`config.mk`:
```
export PLATFORM = sky130hd
export DESIGN_NAME = irq_gate
export DESIGN_NICKNAME = d
export VERILOG_FILES = /design/src/rtl/irq_gate_pkg.sv /design/src/rtl/irq_pend.sv /design/src/rtl/irq_prio.sv /design/src/rtl/irq_window.sv /design/src/rtl/irq_gate.sv
export SDC_FILE = /design/constraint.sdc
export NUM_CORES = 1
export LEC_CHECK = 0
export BUFFER_PORTS_ARGS = -buffer_cell sky130_fd_sc_hd__buf_2
export CORE_ASPECT_RATIO = 0.6
export CORE_MARGIN = 2
export CORE_UTILIZATION = 35
export DETAILED_ROUTE_END_ITERATION = 10
export PLACE_DENSITY = 0.65
export SYNTH_ARGS = -nofsm -noshare
export SYNTH_HDL_FRONTEND = slang
export SYNTH_SLANG_ARGS = --single-unit
```
`constraint.sdc`:
```
create_clock -name clk -period 2.4 [get_ports clk]
set_input_delay 0.36 -clock clk [delete_from_list [all_inputs] [get_ports clk]]
set_output_delay 0.36 -clock clk [all_outputs]
set_load 0.005 [all_outputs]
```
`src/rtl/irq_gate_pkg.sv`:
```
package irq_gate_pkg;

  typedef enum logic [1:0] {
    CLS_PLAIN   = 2'b00,
    CLS_ENABLE  = 2'b01,
    CLS_RETURN  = 2'b10,
    CLS_DISABLE = 2'b11
  } instr_cls_e;

  function automatic int unsigned max2(input int unsigned a, input int unsigned b);
    return (a > b) ? a : b;
  endfunction

endpackage

```
`src/rtl/irq_pend.sv`:
```
module irq_pend #(
  parameter int N_SRC = 8,
  localparam int IW = $clog2(N_SRC)
) (
  input  logic             clk,
  input  logic             rst,
  input  logic [N_SRC-1:0] req_i,
  input  logic             clr_en_i,
  input  logic [IW-1:0]    clr_idx_i,
  output logic [N_SRC-1:0] pend_o
);

  // One flop per source; a fresh request beats the clear of the same bit.
  for (genvar g = 0; g < N_SRC; g++) begin : g_bit
    logic hit;
    assign hit = clr_en_i && (clr_idx_i == IW'(g));
    always_ff @(posedge clk) begin
      if (rst)            pend_o[g] <= 1'b0;
      else if (req_i[g])  pend_o[g] <= 1'b1;
      else if (hit)       pend_o[g] <= 1'b0;
    end
  end

endmodule

```
`src/rtl/irq_prio.sv`:
```
module irq_prio #(
  parameter int N_SRC = 8,
  localparam int IW = $clog2(N_SRC)
) (
  input  logic [N_SRC-1:0] vec_i,
  output logic             any_o,
  output logic [IW-1:0]    idx_o
);

  // Prefix chain: a bit wins when no lower bit is set.
  logic [N_SRC:0] below;
  logic [N_SRC-1:0] win;

  assign below[0] = 1'b0;
  for (genvar g = 0; g < N_SRC; g++) begin : g_chain
    assign win[g]     = vec_i[g] && !below[g];
    assign below[g+1] = below[g] || vec_i[g];
  end

  assign any_o = below[N_SRC];

  always_comb begin
    idx_o = '0;
    for (int i = 0; i < N_SRC; i++) begin
      if (win[i]) idx_o = IW'(i);
    end
  end

endmodule

```
`src/rtl/irq_window.sv`:
```
module irq_window
  import irq_gate_pkg::*;
#(
  parameter int EN_WIN     = 1,
  parameter int RET_WIN    = 1,
  parameter int PROT_EXTRA = 1,
  localparam int TOP = max2(EN_WIN, RET_WIN) + PROT_EXTRA,
  localparam int CW  = $clog2(TOP + 1) + 1
) (
  input  logic       clk,
  input  logic       rst,
  input  logic       retire_i,
  input  logic [1:0] cls_i,
  input  logic       prot_i,
  input  logic       take_i,
  output logic       dis_nxt_o,
  output logic       open_nxt_o,
  output logic       special_o
);

  localparam logic [CW:0] CMAX = {1'b0, {CW{1'b1}}};

  instr_cls_e cls;
  logic          dis_q;
  logic [CW-1:0] blk_q, blk_nxt;
  logic [CW:0]   ext;

  assign cls       = instr_cls_e'(cls_i);
  assign special_o = retire_i && (cls != CLS_PLAIN);

  always_comb begin
    blk_nxt = blk_q;
    ext     = '0;
    if (retire_i) begin
      case (cls)
        CLS_RETURN: blk_nxt = CW'(RET_WIN);
        CLS_ENABLE: blk_nxt = CW'(EN_WIN);
        default: begin
          if (blk_q != '0) begin
            ext = {1'b0, blk_q} - 1'b1 + (prot_i ? (CW+1)'(PROT_EXTRA) : '0);
            blk_nxt = (ext > CMAX) ? CMAX[CW-1:0] : ext[CW-1:0];
          end
        end
      endcase
    end
  end

  always_comb begin
    dis_nxt_o = dis_q;
    if (take_i)                                dis_nxt_o = 1'b1;
    else if (retire_i && cls == CLS_ENABLE)    dis_nxt_o = 1'b0;
    else if (retire_i && cls == CLS_DISABLE)   dis_nxt_o = 1'b1;
  end

  assign open_nxt_o = (blk_nxt == '0);

  always_ff @(posedge clk) begin
    if (rst) begin
      dis_q <= 1'b1;
      blk_q <= '0;
    end else begin
      dis_q <= dis_nxt_o;
      blk_q <= blk_nxt;
    end
  end

endmodule

```
`src/rtl/irq_gate.sv`:
```
module irq_gate #(
  parameter int N_SRC      = 8,
  parameter int EN_WIN     = 1,
  parameter int RET_WIN    = 1,
  parameter int PROT_EXTRA = 1,
  localparam int IW = $clog2(N_SRC)
) (
  input  logic             clk,
  input  logic             rst,
  input  logic [N_SRC-1:0] irq_req_i,
  input  logic [N_SRC-1:0] irq_mask_i,
  input  logic             retire_i,
  input  logic [1:0]       retire_cls_i,
  input  logic             retire_prot_i,
  input  logic             pipe_empty_i,
  output logic             drain_o,
  output logic             take_o,
  output logic [IW-1:0]    src_o
);

  logic [N_SRC-1:0] pend, cand;
  logic             any;
  logic [IW-1:0]    idx;
  logic             take_ev, start;
  logic             dis_nxt, open_nxt, special;

  assign take_ev = drain_o && pipe_empty_i;

  irq_pend #(.N_SRC(N_SRC)) u_pend (
    .clk      (clk),
    .rst      (rst),
    .req_i    (irq_req_i),
    .clr_en_i (take_ev),
    .clr_idx_i(src_o),
    .pend_o   (pend)
  );

  assign cand = pend & irq_mask_i;

  irq_prio #(.N_SRC(N_SRC)) u_prio (
    .vec_i(cand),
    .any_o(any),
    .idx_o(idx)
  );

  irq_window #(
    .EN_WIN    (EN_WIN),
    .RET_WIN   (RET_WIN),
    .PROT_EXTRA(PROT_EXTRA)
  ) u_win (
    .clk       (clk),
    .rst       (rst),
    .retire_i  (retire_i),
    .cls_i     (retire_cls_i),
    .prot_i    (retire_prot_i),
    .take_i    (take_ev),
    .dis_nxt_o (dis_nxt),
    .open_nxt_o(open_nxt),
    .special_o (special)
  );

  // Acceptance is decided on the post-retire view of flag and window.
  assign start = !drain_o && any && !dis_nxt && open_nxt && !special;

  always_ff @(posedge clk) begin
    if (rst) begin
      drain_o <= 1'b0;
      take_o  <= 1'b0;
      src_o   <= '0;
    end else begin
      take_o <= take_ev;
      if (start) begin
        drain_o <= 1'b1;
        src_o   <= idx;
      end else if (take_ev) begin
        drain_o <= 1'b0;
      end
    end
  end

endmodule

```
Yosys cells after proc, flatten, opt, wreduce, memory -nomap -nowiden --
Index checks and enable logic that the tools add are counted.
Cells by class: magnitude comparators 1, reduce and logical (&&, ||, !) cells 54, equal/unequal tests 10, $add $sub $neg 2, bitwise logic cells 1, mux-type cells 33
Operators by type and width (number):
- 3-bit 2-to-1 mux | 10
- 1-bit logical AND | 23
- 1-bit 2-to-1 mux | 23
- 2-bit nonzero test | 10
- 3-bit equality test, second input constant | 4
- 1-bit logical NOT | 10
- 8-bit AND | 1
- 1-bit logical OR | 7
- 3-bit by 2-bit equality test with 1-bit output, second input constant | 2
- 3-bit logical NOT | 2
- 4-bit adder | 1
- 2-bit equality test, second input constant | 2
- 4-bit by 3-bit greater-than comparator with 1-bit output, second input constant | 1
- 3-bit by 1-bit subtractor with 4-bit output, second input constant | 1
- 3-bit by 1-bit equality test with 1-bit output, second input constant | 1
- 3-bit nonzero test | 1
- 2-bit by 1-bit equality test with 1-bit output, second input constant | 1
- 2-bit OR reduction | 1
Storage, ports and cells: output and inout port bits 5, flip-flop bits (word level) 17, logic and storage cells 114

Longest topological paths before layout --
Gate-level depths: netlist (run 1).
depth in word-level cells 13, gate-level depth with buffers 8, gate-level depth less buffers 8

Cells and area by module --
From an unflattened synthesis (run 1), not the netlist that was laid out.
Unflattened totals: cell total of the unflattened synthesis 120, area total of the unflattened synthesis 1053.5 sq um
Modules (own cells, without submodules):
- irq_pend | sequential area each 160.2 sq um, area each 346.6 sq um, cells an instance 39, instances 1
- irq_window | sequential area each 80.1 sq um, area each 339.1 sq um, cells an instance 39, instances 1
- irq_gate | sequential area each 100.1 sq um, area each 285.3 sq um, cells an instance 28, instances 1
- irq_prio | sequential area each 0.0 sq um, area each 82.6 sq um, cells an instance 14, instances 1

Worst setup path after synthesis (run 1) --
Ideal clock, no wire load.
path type input-to-reg, start point input retire_prot_i, end point register src_o[2], path slack 690 ps, cell stages on the path 8, setup time 117 ps, path buffers 0, arrival time 1593 ps, data required time 2283 ps, cell sequence inv_1 ha_1 ha_1 nor2_1 nand2_2 a2111oi_4 o211ai_2 o2bb2ai_1
On the way: longest elaborated chain between the ends 10
Ends and longest elaborated chain:
- start, declared | line irq_gate.sv:14 | input logic retire_prot_i,
- 1-bit 2-to-1 mux * | line irq_window.sv:40 | ext = {1'b0, blk_q} - 1'b1 + (prot_i ? (CW+1)'(PROT_EXTRA) : '0);
- 4-bit adder * | line irq_window.sv:40
- 4-bit by 3-bit greater-than comparator with 1-bit output | line irq_window.sv:41 | blk_nxt = (ext > CMAX) ? CMAX[CW-1:0] : ext[CW-1:0];
- 3-bit 2-to-1 mux * | line irq_window.sv:41
- 3-bit 2-to-1 mux * | line irq_window.sv:39 | if (blk_q != '0) begin
- 3-bit 2-to-1 mux * | line irq_window.sv:35 | case (cls)
- 3-bit 2-to-1 mux * | line irq_window.sv:34 | if (retire_i) begin
- 3-bit logical NOT * | line irq_window.sv:55 | assign open_nxt_o = (blk_nxt == '0);
- 1-bit logical AND * (2 in series) | line irq_gate.sv:63 | assign start = !drain_o && any && !dis_nxt && open_nxt && !special;
- end signal, assigned | line irq_gate.sv:74 | src_o <= idx;
- end, declared | line irq_gate.sv:18 | output logic [IW-1:0] src_o
Mark *: on every way between the ends. The rest lies on a longest branch, timed or not. A chain may end at the register's enable or synchronous reset.

Final worst setup path (run 1) --
start point register u_win.blk_q[0], end point register src_o[2]
On the way: longest elaborated chain between the ends 10
Ends and longest elaborated chain:
- start, declared | line irq_window.sv:25 | logic [CW-1:0] blk_q, blk_nxt;
- start signal, assigned | line irq_window.sv:63 | blk_q <= blk_nxt;
- 3-bit by 1-bit subtractor with 4-bit output | line irq_window.sv:40
- 4-bit adder | line irq_window.sv:40
- 4-bit by 3-bit greater-than comparator with 1-bit output | line irq_window.sv:41
- 3-bit 2-to-1 mux | line irq_window.sv:41
- 3-bit 2-to-1 mux | line irq_window.sv:39
- 3-bit 2-to-1 mux | line irq_window.sv:35
- 3-bit 2-to-1 mux * | line irq_window.sv:34
- 3-bit logical NOT * | line irq_window.sv:55
- 1-bit logical AND * (2 in series) | line irq_gate.sv:63
Marks and branches as above.

==> impl_metrics.yaml, run 1 <==
synthesis:
  synth_top_cell_by_area: "dfxtp_1"
  synth_seq_area_share_pct: 35.6
  synth_top_family_by_area: "simple AND/OR/NAND/NOR gates"
  syn_area_um2: 956
  avgSynthCellArea_um2: 8.10
  ys_ff_latch: 17
  synthAdderAreaFrac_pct: 6.54
  synthDistinctLibCells: 32
  yosys.area_share.simple_pct: 27.4
  synth.area.mux_share_pct: 2.09
  synth_xor_area_share_pct: 0
  synth_fp_nets: 146
  yosys_warnings: 0
  synth_top_cells_by_area: "dfxtp_1, a21oi_1, ha_1"
  synth_compound_area_share_pct: 24.1
  syn-instance-count: 118
  synth_top_area_share_pct: 35.6
clock_tree:
  cts_root_buf: "clkbuf_8"
  clkSinkCount: 17
  numCtsBuffers: 3
  cts_buffer_depth: 2
  ctsHoldBuffers: 0
  clkSlewWorstSetupHoldPaths_ps: 70
  cts_resized: 0
  h-tree-depth: 1
  cts_setup_buffers: 0
  cts_tree: "built"
  clk_latency_ps: 250
layout:
  fillers: 260
  final_cells: 178
  layout_commonest_cell: "buf_2"
  layout_common_cells: "buf_2, dfxtp_1, nor2_1, a21oi_1, nand2_1"
  drive_above_1_share_pct: 24.7
  nets: 175
  area_growth_pct: 21.5
  antenna_cells: 0
  postLayoutCellArea_mm2: 0.00116
route:
  num_vias: 908
  via_per_inst: 5.10
  ant_nets: 0
  wl_um: 2230
  wire_per_inst_um: 12.5
  drc: 0
  drt_iter0_drc: 45
  dr.pass1.iters: 4
floorplanning:
  num_rows: 14
  die_w_um: 71.5
  core_mm2: 0.00256
  start_util_pct: 37.4
  ios: 28
  die_h_um: 44.5
  die_area_mm2: 0.00318
sta:
  setup_viol: 0
  rsz0062_at_grt: "false"
  final_hold_viol_count: 0
  tightest_slew_ps: 350
  fmax_mhz: 544
  maxSlewViolCount: 0
  finalCriticalPeriod_ps: 1840
  tns_ps: 0
  slew_headroom_pct: 76.5
  post-route-period-util_pct: 76.5
  skew_ps: 4.41
pwr:
  seqPwrFrac_pct: 48.8
  power.net_switching_w: 0.000171
  p_total_w: 0.000638
  power.density_mw_per_mm2: 550
  ir_drop_uv: 213
  p_int_w: 0.000467
  p_comb_share_pct: 17.6
  p_clk_share_pct: 33.6
  p_leak_nw: 0.496
  switching_share_pct: 26.8
grt:
  grt_max_degree: 19
  first_global_vias: 832
  grt_usage_pct: 15.0
  grt.overflow.total: 0
  grt_pass1_wl_um: 3710
  antenna_found_initial: 0
critical_path:
  end_kind: "flop"
  critical_path_class: "reg2reg"
  crit_fanout: 4
  crit_required_ps: 2540
  cp.arrival_ps: 1980
  cp-start-kind: "flop"
placement:
  placement.cell_area_mm2: 0.00112
  dp.cells: 174
  io_buffer_count: 27
  routabilityCongestion: 0.868
  hpwl_um: 1720
run_status:
  status: "finished, final reports clean"
min_path:
  hold_path_class: "in2reg"
run:
  cap_violations: 0
-- Yosys cell counts, drive strengths merged --
library cell  instances
a2111oi               1
a211o                 1
a211oi                2
a21o                  1
a21oi                15
a221oi                1
a22o                  1
a22oi                 2
a2bb2oi               1
a32o                  1
and2                  1
buf                   1
clkbuf                2
dfxtp                17
ha                    5
inv                   7
mux2i                 2
nand2                11
nand2b                7
nand3                 8
nand3b                3
nor2                 15
nor2b                 1
nor3                  2
o211ai                1
o21ai                 4
o2bb2ai               1
or3                   2
or3b                  2
-- metal layers --
layer | vias to the layer above | share of wire (%) | GRT usage, % | wire, um
met1 | 427 | 52 | 20.0 | 1170
met2 | 10 | 44 | 24.1 | 977
met3 | 2 | 2.9 | 4.10 | 64
met4 | 0 | 0.90 | 4.53 | 20
li1 | 469 | - | - | -
met5 | - | 0 | 0 | 0
-- layout make-up --
class	instances	area, um^2	area share, %
Sequential cell	17	340	29.3
Inverter	7	26.3	2.26
Clock buffer	4	45.0	3.88
Timing Repair Buffer	27	135	11.6
Tap cell	32	40.0	3.45
Multi-Input combinational cell	91	574	49.5
-- worst max-delay path, cell delays in order, from the launching register on --
cell	delay [ps]
dfxtp_1	350
inv_1	70
ha_1	200
ha_1	230
nor2_1	130
nand2_2	80
a2111oi_4	330
o211ai_2	170
o2bb2ai_1	170
-- final timing paths --
check	startpoint	to	slack, ps	cells after the start
setup / recovery	u_win.blk_q[0]	src_o[2]	560	8
hold / removal	irq_req_i[5]	u_pend.pend_o[5]	320	3
setup reg to reg	u_win.blk_q[0]	src_o[2]	560	8
hold reg to reg	u_pend.pend_o[1]	u_pend.pend_o[1]	500	2
-- logic make-up (layout without fill, tap and decap cells) --
logic type | count (synthesis) | after routing
simple gates | 52 | 52
flops | 17 | 17
mux | 2 | 2
compound gates | 32 | 32
fa+ha+maj | 5 | 5
buf+inv | 10 | 38
-- through the flow --
| step | hold WS [ps] | worst slack [ps] | utilization, % |
|---|---|---|---|
| detailed placement | 487 | 492 | 43.6 |
| floorplan | 451 | 690 | - |
| global placement | 470 | 534 | 43.6 |
| CTS | 310 | 562 | 45.4 |
| finish | 316 | 563 | 45.4 |
| global route | 312 | 432 | 45.4 |
-- state kept, by name, indices dropped and copies added, names as in the netlist --
name	cells
u_win.dis_q	1
u_pend.pend_o	8
take_o	1
u_win.blk_q	3
src_o	3
drain_o	1
-- power groups by stage --
stage | clock network, W | logic (W) | registers [W]
CTS | 0.000222 | 0.000112 | 0.000311
global route | 0.000231 | 0.000128 | 0.000313
detailed placement | 0 | 0.000111 | 0.000317
global placement | 0 | 0.000109 | 0.000317
floorplan | 0 | 0.0000776 | 0.000314
finish | 0.000214 | 0.000112 | 0.000311
Note: power is estimated with default switching activity, not from simulation.
==> inputs of run 2 (changes only) <==
clock period = 1.79 ns   (was 2.4 ns; I/O delays follow)
==> impl_metrics.yaml, run 2 (synthesis results as in run 1) <==
run_status:
  status: "finished, final reports clean"
sta:
  finalCriticalPeriod_ps: 1690
  setup_viol: 0
  fmax_mhz: 593
  final_hold_viol_count: 0
  rsz0062_at_grt: "false"
  skew_ps: 0.686
  slew_headroom_pct: 76.3
  maxSlewViolCount: 0
  tightest_slew_ps: 354
  post-route-period-util_pct: 94.2
  worst_slack_ps: 104
floorplanning:
  die_area_mm2: 0.00318
  die_w_um: 71.5
  num_rows: 14
  die_h_um: 44.5
  ios: 28
  core_mm2: 0.00256
  start_util_pct: 37.4
critical_path:
  crit_fanout: 4
  cp.arrival_ps: 1820
  end_kind: "flop"
  cp-start-kind: "flop"
  crit_required_ps: 1920
  critical_path_class: "reg2reg"
clock_tree:
  cts_setup_buffers: 0
  numCtsBuffers: 3
  clkSlewWorstSetupHoldPaths_ps: 60
  cts_tree: "built"
  cts_buffer_depth: 2
  clk_latency_ps: 250
  cts_root_buf: "clkbuf_8"
  clkSinkCount: 17
  h-tree-depth: 1
layout:
  area_growth_pct: 25.3
  largestRegisters: "u_pend.pend_o: 8 flops, src_o: 3 flops, u_win.blk_q: 3 flops"
  fillers: 266
  largest_reg_flops: 8
  nets: 176
  layout_commonest_cell: "buf_2"
  layout_common_cells: "buf_2, dfxtp_1, nor2_1, a21oi_1, nand2_1"
  antenna_cells: 0
  drive_above_1_share_pct: 28.6
  top_register: "u_pend.pend_o"
route:
  drc: 0
  num_vias: 925
  ant_nets: 0
  via_per_inst: 5.17
  wl_um: 2280
  dr.pass1.iters: 4
  wire_per_inst_um: 12.7
  drt_iter0_drc: 36
placement:
  hpwl_um: 1770
  io_buffer_count: 27
  dpl_worst_slack_ps: -25.3
  routabilityCongestion: 0.804
pwr:
  power.density_mw_per_mm2: 729
  p_total_w: 0.000872
  p_leak_nw: 0.503
  ir_drop_uv: 293
grt:
  first_global_vias: 881
  grt_max_degree: 19
  grt_pass1_wl_um: 3860
  antenna_found_initial: 0
  grt_usage_pct: 15.4
  grt.overflow.total: 0
min_path:
  hold_path_class: "in2reg"
run:
  cap_violations: 0
run 2: cell types whose count changed in the layout (fill, tap and decap cells not counted):
cell,delta
nor2_1,-1
dfxtp_2,+1
nor2_2,+1
ha_1,-2
inv_1,-1
inv_2,+1
dfxtp_1,-1
buf_4,+1
ha_4,+2
run 2: routing by layer:
| metal | GRT usage (%) | part of all wire [%] |
|---|---|---|
| met4 | 3.40 | 0.79 |
| met2 | 27.4 | 48 |
| met1 | 19.3 | 47 |
| met5 | 0 | 0 |
| met3 | 3.87 | 3.7 |
run 2: worst max-delay path, stage by stage, from the launching register on:
cell and delay (ps):
dfxtp_2 340, inv_2 50, ha_4 160, ha_4 160, nor2_2 110, nand2_2 70
a2111oi_4 320, o211ai_2 180, mux2i_1 160
run 2: layout make-up:
type,count,area (um^2),share of cell area (%)
flip-flops and latches,17,342,28.5
clock buffers,4,45.0,3.76
inverters,7,26.3,2.19
multi-input cells,91,602,50.3
repair buffers,28,143,11.9
well taps,32,40.0,3.34
run 2: what timing repair did:
item	4_1_cts	5_1_grt
setup endpoints to repair	3	4
resized for setup	5	2
hold buffers	0	0
pin swaps	4	2
run 2: path summary, 6_finish.rpt:
path                    start                to  slack [ps]  depth (start not counted)
max            u_win.blk_q[0]          src_o[1]         100                          8
min              irq_req_i[4]  u_pend.pend_o[4]         210                          3
max reg2reg    u_win.blk_q[0]          src_o[1]         100                          8
min reg2reg  u_pend.pend_o[1]  u_pend.pend_o[1]         490                          2
run 2: per-stage QoR:
stage	util [%]	TNS [ps]	cell area [um^2]	cells	hold WS, ps
2_1_floorplan	-	0	956	118	386
5_1_grt	46.8	0	1200	179	221
3_5_place_dp	43.9	-68.7	1120	175	481
4_1_cts	46.4	0	1190	179	212
6_report	46.8	0	1200	179	214
3_3_place_gp	43.9	0	1120	175	470
run 2: report_power, final:
part           switching, W  leakage, nW  internal (W)
logic             0.0000863        0.340     0.0000800
clock network      0.000130       0.0228      0.000158
registers         0.0000190        0.140      0.000399
total              0.000235        0.503      0.000637
==> inputs of run 3 (changes only) <==
CORE_UTILIZATION = 40   (was 35)
PLACE_DENSITY = 0.71   (was 0.65)
==> impl_metrics.yaml, run 3 (synthesis results as in run 1) <==
run_status:
  status: "finished, final reports clean"
floorplanning:
  start_util_pct: 43.2
  ios: 28
  die_w_um: 67.1
  core_mm2: 0.00221
  num_rows: 13
  die_h_um: 41.9
  die_area_mm2: 0.00281
critical_path:
  r2r-start: "u_win.blk_q[0]"
  crit_required_ps: 1920
  rr_worst_depth: 8
  cp-start-kind: "flop"
  critical_path_class: "reg2reg"
  rr_endpoint: "src_o[1]"
  end_kind: "flop"
  crit_fanout: 4
  cp.arrival_ps: 1840
  r2r_slack_ps: 70
sta:
  rsz0062_at_grt: "true"
  final_hold_viol_count: 0
  setup_viol: 0
  post-route-period-util_pct: 95.8
  fmax_mhz: 583
  skew_ps: 0.572
  tns_ps: 0
  tightest_slew_ps: 380
  finalCriticalPeriod_ps: 1720
  maxSlewViolCount: 0
  worst_slack_ps: 74.6
  slew_headroom_pct: 74.5
layout:
  top_register: "u_pend.pend_o"
  drive_above_1_share_pct: 29.5
  regArea_um2: 342
  multi_input_comb_area_um2: 607
  nets: 178
  final_cells: 179
  largestRegisters: "u_pend.pend_o: 8 flops, src_o: 3 flops, u_win.blk_q: 3 flops"
  largest_reg_flops: 8
  layout_common_cells: "buf_2, dfxtp_1, nor2_1, a21oi_1, nand2_1"
  fillers: 224
  antenna_cells: 0
  area_growth_pct: 27.5
  fin_util_pct: 55.1
  layout_commonest_cell: "buf_2"
clock_tree:
  cts_buffer_depth: 2
  ctsHoldBuffers: 0
  numCtsBuffers: 3
  cts_tree: "built"
  clkSlewWorstSetupHoldPaths_ps: 60
  h-tree-depth: 1
  clkSinkCount: 17
  cts_root_buf: "clkbuf_8"
  clk_latency_ps: 250
pwr:
  power.density_mw_per_mm2: 722
  ir_drop_uv: 329
  p_leak_nw: 0.524
run:
  cap_violations: 0
placement:
  hpwl_um: 1770
  routabilityCongestion: 0.801
  dpl_worst_slack_ps: -25.8
  dp.cells: 173
  io_buffer_count: 27
route:
  wl_um: 2380
  drt_iter0_drc: 56
  dr.pass1.iters: 4
  ant_nets: 0
  wire_per_inst_um: 13.3
  drc: 0
  num_vias: 952
  via_per_inst: 5.32
grt:
  grt_max_degree: 19
  grt_usage_pct: 18.0
  grt_pass1_wl_um: 3800
  grt.overflow.total: 0
  first_global_vias: 921
  antenna_found_initial: 0
min_path:
  worstHoldStart: "irq_req_i[3]"
  hold_path_depth: 3
  min_to: "u_pend.pend_o[3]"
  hold_path_class: "in2reg"
## run 3: changes by cell type in the layout (fill, tap and decap cells not counted), sizes merged
cell	delta
buf	+2
## run 3: power breakdown
part / switching (W) / internal [W] / leakage [nW]
clock network: 0.000128 / 0.000158 / 0.0228
registers: 0.0000197 / 0.000399 / 0.140
logic: 0.0000904 / 0.0000848 / 0.361
total: 0.000238 / 0.000642 / 0.524
## run 3: layer usage
layer	up-vias	routed length, um	global-route usage, %
met4	0	12	4.90
met5	-	0	0
met3	2	124	6.78
li1	477	-	-
met1	450	1180	22.4
met2	23	1060	28.9
## run 3: critical path: stages (launching register included)
cell       delay [ps]
dfxtp_2           330
inv_2              80
ha_4              150
ha_4              140
buf_6             100
nand2_4            50
a2111oi_4         400
o211ai_2          180
mux2i_1           170
## run 3: final cells by class
type | count | area share (%)
well taps | 30 | 3.08
multi-input cells | 91 | 49.8
clock buffers | 4 | 3.70
flip-flops and latches | 17 | 28.0
repair buffers | 30 | 13.2
inverters | 7 | 2.16
## run 3: through the flow
step / hold WS [ps] / cell area [um^2] / power, W
final: 223 / 1220 / 0.000880
after global routing: 229 / 1220 / 0.000927
after CTS: 222 / 1180 / 0.000868
after detailed placement: 481 / 1120 / 0.000579
after global placement: 463 / 1120 / 0.000572
after floorplan: 386 / 956 / 0.000524
## run 3: what timing repair did
item                       CTS  global route
pin swaps                    4             3
setup buffers                1             1
setup endpoints to repair    3             4
gates resized for setup      4             5
## run 3: how the worst max path moves through the flow
| stage | cells after the start | end | from | slack, ps |
|---|---|---|---|---|
| after floorplan | 8 | src_o[2] | u_win.blk_q[0] | 100 |
| after global placement | 8 | src_o[2] | u_win.blk_q[0] | 40 |
| after detailed placement | 8 | src_o[1] | u_win.blk_q[0] | -30 |
| after CTS | 8 | src_o[1] | u_win.blk_q[0] | 10 |
| after global routing | 8 | src_o[1] | u_win.blk_q[0] | -30 |
| final | 8 | src_o[1] | u_win.blk_q[0] | 70 |
